$ cat config.mk
export PLATFORM = sky130hd
export DESIGN_NAME = smbus_blkbuf
export DESIGN_NICKNAME = d
export VERILOG_FILES = /design/src/rtl/smbus_blkbuf.sv
export SDC_FILE = /design/constraint.sdc
export NUM_CORES = 1
export LEC_CHECK = 0
export BUFFER_PORTS_ARGS = -buffer_cell sky130_fd_sc_hd__buf_4
export CAP_MARGIN = 20
export CORE_ASPECT_RATIO = 1.2
export CORE_MARGIN = 5
export CORE_UTILIZATION = 55
export DETAILED_ROUTE_END_ITERATION = 6
export GPL_ROUTABILITY_DRIVEN = 1
export PLACE_DENSITY = 0.71
export SYNTH_ARGS = -nofsm -noshare
export SYNTH_HDL_FRONTEND = slang
export SYNTH_SLANG_ARGS = --single-unit
$ cat constraint.sdc
create_clock -name clk -period 9.5 [get_ports clk]
set_clock_uncertainty 0.2 [all_clocks]
set_input_delay 1.9 -clock clk [delete_from_list [all_inputs] [get_ports clk]]
set_output_delay 1.9 -clock clk [all_outputs]
set_load 0.1 [all_outputs]
$ cat src/rtl/smbus_blkbuf.sv
module smbus_blkbuf #(
  parameter int DEPTH = 32
) (
  input  logic       clk,
  input  logic       rst_n,
  input  logic       reg_wr,
  input  logic       reg_rd,
  input  logic [3:0] reg_addr,
  input  logic [7:0] reg_wdata,
  output logic [7:0] reg_rdata,
  output logic       eng_start,
  output logic       eng_dir_rd,
  output logic       eng_active,
  output logic [7:0] eng_tx_data,
  output logic       eng_last,
  output logic       eng_hold,
  input  logic       eng_byte_valid,
  input  logic [7:0] eng_rx_data
);
  localparam int IW = $clog2(DEPTH + 1);
  localparam int AW = $clog2(DEPTH);
  localparam logic [3:0] OFS_STS  = 4'd0;
  localparam logic [3:0] OFS_CTL  = 4'd2;
  localparam logic [3:0] OFS_ADR  = 4'd4;
  localparam logic [3:0] OFS_CNT  = 4'd5;
  localparam logic [3:0] OFS_PORT = 4'd7;
  localparam logic [3:0] OFS_AUX  = 4'd13;

  logic [7:0]    mem [DEPTH];
  logic [IW-1:0] idx, xcnt;
  logic [7:0]    cnt, adr;
  logic [5:0]    ctl;
  logic          busy, in_cnt, byte_done, intr, fail, bufmode, start_q;

  function automatic logic cnt_ok(input logic [7:0] c);
    return (c != 8'd0) && (c <= 8'(DEPTH));
  endfunction

  wire [7:0] xnext    = 8'(xcnt) + 8'd1;
  wire       idx_room = idx < IW'(DEPTH);
  wire       rd_dir   = adr[0];
  wire       take     = busy && !byte_done && eng_byte_valid;
  wire       start_rq = reg_wr && reg_addr == OFS_CTL && reg_wdata[6] &&
                        reg_wdata[4:2] == 3'b101;

  assign eng_start   = start_q;
  assign eng_dir_rd  = rd_dir;
  assign eng_active  = busy;
  assign eng_hold    = busy && byte_done;
  assign eng_tx_data = in_cnt ? cnt : (bufmode ? mem[xcnt[AW-1:0]] : mem[0]);
  assign eng_last    = busy && !in_cnt &&
                       ((!bufmode && rd_dir) ? ctl[5] : (xnext == cnt));

  always_comb begin
    case (reg_addr)
      OFS_STS:  reg_rdata = {byte_done, 2'b00, fail, 2'b00, intr, busy};
      OFS_CTL:  reg_rdata = {2'b00, ctl};
      OFS_ADR:  reg_rdata = adr;
      OFS_CNT:  reg_rdata = cnt;
      OFS_PORT: reg_rdata = bufmode ? (idx_room ? mem[idx[AW-1:0]] : 8'h00) : mem[0];
      OFS_AUX:  reg_rdata = {6'b0, bufmode, 1'b0};
      default:  reg_rdata = 8'h00;
    endcase
  end

  always_ff @(posedge clk or negedge rst_n) begin
    if (!rst_n) begin
      for (int i = 0; i < DEPTH; i++) mem[i] <= 8'h00;
      idx <= '0; xcnt <= '0; cnt <= 8'h00; adr <= 8'h00; ctl <= 6'h00;
      busy <= 1'b0; in_cnt <= 1'b0; byte_done <= 1'b0; intr <= 1'b0;
      fail <= 1'b0; bufmode <= 1'b0; start_q <= 1'b0;
    end else begin
      start_q <= 1'b0;
      if (reg_wr) begin
        case (reg_addr)
          OFS_STS: begin
            if (reg_wdata[7]) byte_done <= 1'b0;
            if (reg_wdata[4]) fail <= 1'b0;
            if (reg_wdata[1]) intr <= 1'b0;
          end
          OFS_CTL: ctl <= reg_wdata[5:0];
          OFS_ADR: adr <= reg_wdata;
          OFS_CNT: cnt <= reg_wdata;
          OFS_AUX: bufmode <= reg_wdata[1];
          OFS_PORT: begin
            if (!bufmode) mem[0] <= reg_wdata;
            else if (idx_room) begin
              mem[idx[AW-1:0]] <= reg_wdata;
              idx <= idx + 1'b1;
            end
          end
          default: ;
        endcase
      end
      if (start_rq && !busy) begin
        if (!rd_dir && !cnt_ok(cnt)) fail <= 1'b1;
        else begin
          busy <= 1'b1; in_cnt <= 1'b1; xcnt <= '0;
          byte_done <= 1'b0; start_q <= 1'b1;
        end
      end
      if (reg_rd && reg_addr == OFS_CTL) idx <= '0;
      else if (reg_rd && reg_addr == OFS_PORT && bufmode && idx_room) idx <= idx + 1'b1;
      if (take) begin
        if (in_cnt) begin
          in_cnt <= 1'b0;
          if (rd_dir) begin
            cnt <= eng_rx_data;
            if (!cnt_ok(eng_rx_data)) begin
              fail <= 1'b1;
              busy <= 1'b0;
            end
          end
        end else begin
          if (rd_dir) begin
            if (bufmode) mem[xcnt[AW-1:0]] <= eng_rx_data;
            else mem[0] <= eng_rx_data;
          end
          xcnt <= xcnt + 1'b1;
          if (!bufmode) byte_done <= 1'b1;
          if (xnext == cnt) begin
            busy <= 1'b0;
            intr <= 1'b1;
          end
        end
      end
    end
  end
endmodule


==> results.sh <==
export IMPL_type_of_element_launching_the_critical_path="register"
export IMPL_detail_route_drc_violations=0
export IMPL_p_leak_nw=8.75
export IMPL_worstPathCellList="buf_4, mux4_2, a221oi_1, o221ai_1, o221a_2, buf_4"
export IMPL_drtAntennaViolNets=0
export IMPL_die_area_um2=39200
export IMPL_route_vias_total=15587
export IMPL_grt_first_pass_wirelength_mm=97.8
export IMPL_drt_first_iter_violations=1913
export IMPL_worstPathArrival_ps=4070
export IMPL_netlist_cell_type_count=69
export IMPL_critical_path_peak_fanout=44
export IMPL_finalHoldViolCount=0
export IMPL_yosysWarnings=0
export IMPL_setup_worst_path_class="reg -> out"
export IMPL_rsz0062_at_grt="false"
export IMPL_gr_usage_all_layers_pct=32.5
export IMPL_die_width_um=181
export IMPL_worst_endpoint_required_ps=7400
export IMPL_slew_limit_headroom_pct=25.2
export IMPL_worst_setup_hold_path_clk_slew_ps=60
export IMPL_cts_tree="built"
export IMPL_synthArstFlopShare_pct=100
export IMPL_dpl_cell_area_um2=19700
export IMPL_outcome="finished clean"
export IMPL_synth_seq_cells=297
export IMPL_cts_resized=0
export IMPL_wl_per_cell_um=28.0
export IMPL_final_setup_tns_ps=0
export IMPL_cts_sink_count=297
export IMPL_place_gp_congestion=0.985
export IMPL_holdBufCountCts=0
export IMPL_layout_cell_area_non_filler_um2=21000
export IMPL_hpwl_after_detailed_placement_mm=42.2
export IMPL_total_power_w=0.00416
export IMPL_worst_max_slew_pin_slew_ps=1120
export IMPL_cts_max_level=2
export IMPL_cts_buffers_inserted=34
export IMPL_element_type_at_the_critical_path_end="output pin"
export IMPL_finish_cell_count_without_fillers=2305
export IMPL_finalMaxSlewViolations=0
export IMPL_synth_edf_count=0
export IMPL_number_of_nets_in_the_final_layout=1855
export IMPL_ioPinCount=46
export IMPL_antenna_violations_before_repair=0
export IMPL_cts_root_buf="clkbuf_16"
export IMPL_globalRoute_totalOverflow=0
export IMPL_clock_fmax_mhz=162
export IMPL_io_buffer_count=45
export IMPL_hold_path_class="reg -> reg"
export IMPL_ir_worst_vdd_uv=138
export IMPL_area_delta_synth_final_pct=8.06
export IMPL_drive_gt1_share_pct=16.2
export IMPL_timing_critical_path_max_delay_family="compound AO/OA/AOI/OAI gates"
export IMPL_synth_net_count=1910
export IMPL_grt_max_degree=150
export IMPL_synth_seq_area_share_pct=38.3
export IMPL_diodes=0
export IMPL_finalCritPeriodShare_pct=64.9
export IMPL_postSynthAreaPerCell_um2=10.3
export IMPL_crit_path_frequent_cell="buf_4"
export IMPL_finalSetupViolations=0
export IMPL_ctsLongestPathBuffers=3
export IMPL_drt_pre_antenna_iters=7
export IMPL_die_height_um=216
export IMPL_insertion_delay_ps=530
export IMPL_critical_path_slowest_cell="dfrtp_4"
export IMPL_sum_of_buffers_and_inverters_on_the_critical_path=2
export IMPL_placed_cells=2232
export IMPL_cts_setup_buffers=0
export IMPL_final_min_clock_period_ps=6170
export IMPL_postSynthCellCount=1877
export IMPL_routed_wirelength_mm=64.4
export IMPL_floorplan_core_area_um2=34900
export IMPL_synthesis_area_um2=19400
export IMPL_power_density_nw_per_um2=198
export IMPL_cap_violations=0
export IMPL_row_count=75
export IMPL_drt_vias_per_instance=6.76
export IMPL_yosys_most_used_dff="dfrtp_1"
export IMPL_critical_path_max_stage_delay_ps=920
export IMPL_via_count_of_the_first_global_routing_pass=15346
export IMPL_start_util_pct=55.6
==> metal layers <==
layer  vias up  share of wire [%]  global-route usage (%)
li1       6759                  -                       -
met1      7605                 37                    41.7
met2       966                 46                    51.2
met5         -                  0                       0
met3       257                9.3                    6.13
met4         0                7.5                    19.6
==> worst reg2reg max path: stages (launching register included) <==
cell	delay (ps)
dfrtp_4	920
buf_4	680
ha_1	440
nand2_1	500
nor2_1	980
o21ai_1	180
==> worst paths after layout <==
path                          from             end  slack [ps]  cells past startpoint
setup reg to reg           xcnt[1]        mem[166]        5430                      5
setup / recovery           xcnt[1]  eng_tx_data[5]        3330                      6
hold / removal              adr[4]          adr[4]         310                      1
max in group asynchronous    rst_n         mem[96]        6720                      2
hold reg to reg             adr[4]          adr[4]         310                      1
min in group asynchronous    rst_n         mem[85]        1100                      1
==> state kept, by name, summed over array words and instances (netlist names) <==
register and count:
in_cnt 1, bufmode 1, eng_active 1, eng_start 1
byte_done 1, fail 1, idx 6, xcnt 6
adr 8, intr 1, cnt 8, mem 256
ctl 6
==> layout make-up <==
class	instances	area (um^2)
inverter	7	26.3
clock inverter	2	35.0
sequential	297	7440
clock buffer	55	1040
multi-input combinational	1403	11200
fill	2901	13900
tap	462	578
timing repair buffer	79	641
==> cells in the mapped netlist, types with 8 or more instances <==
library cell | instances | share of area, %
mux4_2 | 89 | 10
buf_1 | 14 | 0.27
nand3_1 | 22 | 0.57
nor2_8 | 24 | 2.5
o22ai_1 | 18 | 0.58
o21ai_0 | 61 | 1.6
a21oi_1 | 30 | 0.77
buf_4 | 11 | 0.43
buf_2 | 36 | 0.93
nor2b_1 | 10 | 0.32
mux2_2 | 28 | 1.6
o21ai_1 | 191 | 4.9
dfrtp_1 | 297 | 38
clkbuf_1 | 105 | 2.0
nand4_1 | 9 | 0.29
nor2_1 | 83 | 1.6
mux2i_1 | 335 | 17
a22oi_1 | 64 | 2.5
nand2_1 | 293 | 5.7
ha_1 | 8 | 0.52
==> cells in the final DEF (no fill, tap or decap), types with 7 or more instances in the layout <==
cell type / synthesis / layout
a21oi_1: 30 / 30
a22oi_1: 64 / 64
and3_1: 7 / 7
buf_4: 11 / 75
clkbuf_1: 105 / 13
clkbuf_16: 0 / 37
dfrtp_1: 297 / 293
ha_1: 8 / 8
mux2_2: 28 / 28
mux2i_1: 335 / 335
mux4_2: 89 / 89
nand2_1: 293 / 293
nand3_1: 22 / 22
nand4_1: 9 / 9
nor2_1: 83 / 83
nor2_8: 24 / 24
nor2b_1: 10 / 9
nor4_4: 7 / 8
o21ai_0: 61 / 61
o21ai_1: 191 / 191
o221ai_1: 7 / 7
o22ai_1: 18 / 18
==> per-stage QoR <==
stage | worst slack (ps) | utilization [%] | hold slack, ps
floorplan | 1660 | - | 244
global placement | 2990 | 56.6 | 288
detailed placement | 2990 | 56.6 | 293
CTS | 2960 | 59.7 | 306
global route | 3230 | 60.1 | 324
finish | 3330 | 60.1 | 307
==> cells by family after synthesis <==
kind of cell	count (synthesis)	synth area share (%)
AOI/OAI and AO/OA	413	12.5
buffers and inverters	177	4.02
adders and majority gates	8	0.516
muxes	452	29.2
xor gates and xnor gates	14	0.787
and+or+nand+nor	516	14.6
DFF	297	38.3
==> where the power goes <==
part / total, W / internal, W / switching, W
registers: 0.00155 / 0.00134 / 0.000217
clock network: 0.00130 / 0.000775 / 0.000529
logic: 0.00130 / 0.000470 / 0.000834
total: 0.00416 / 0.00258 / 0.00158
No activity file was read; power rests on OpenSTA's default activity.
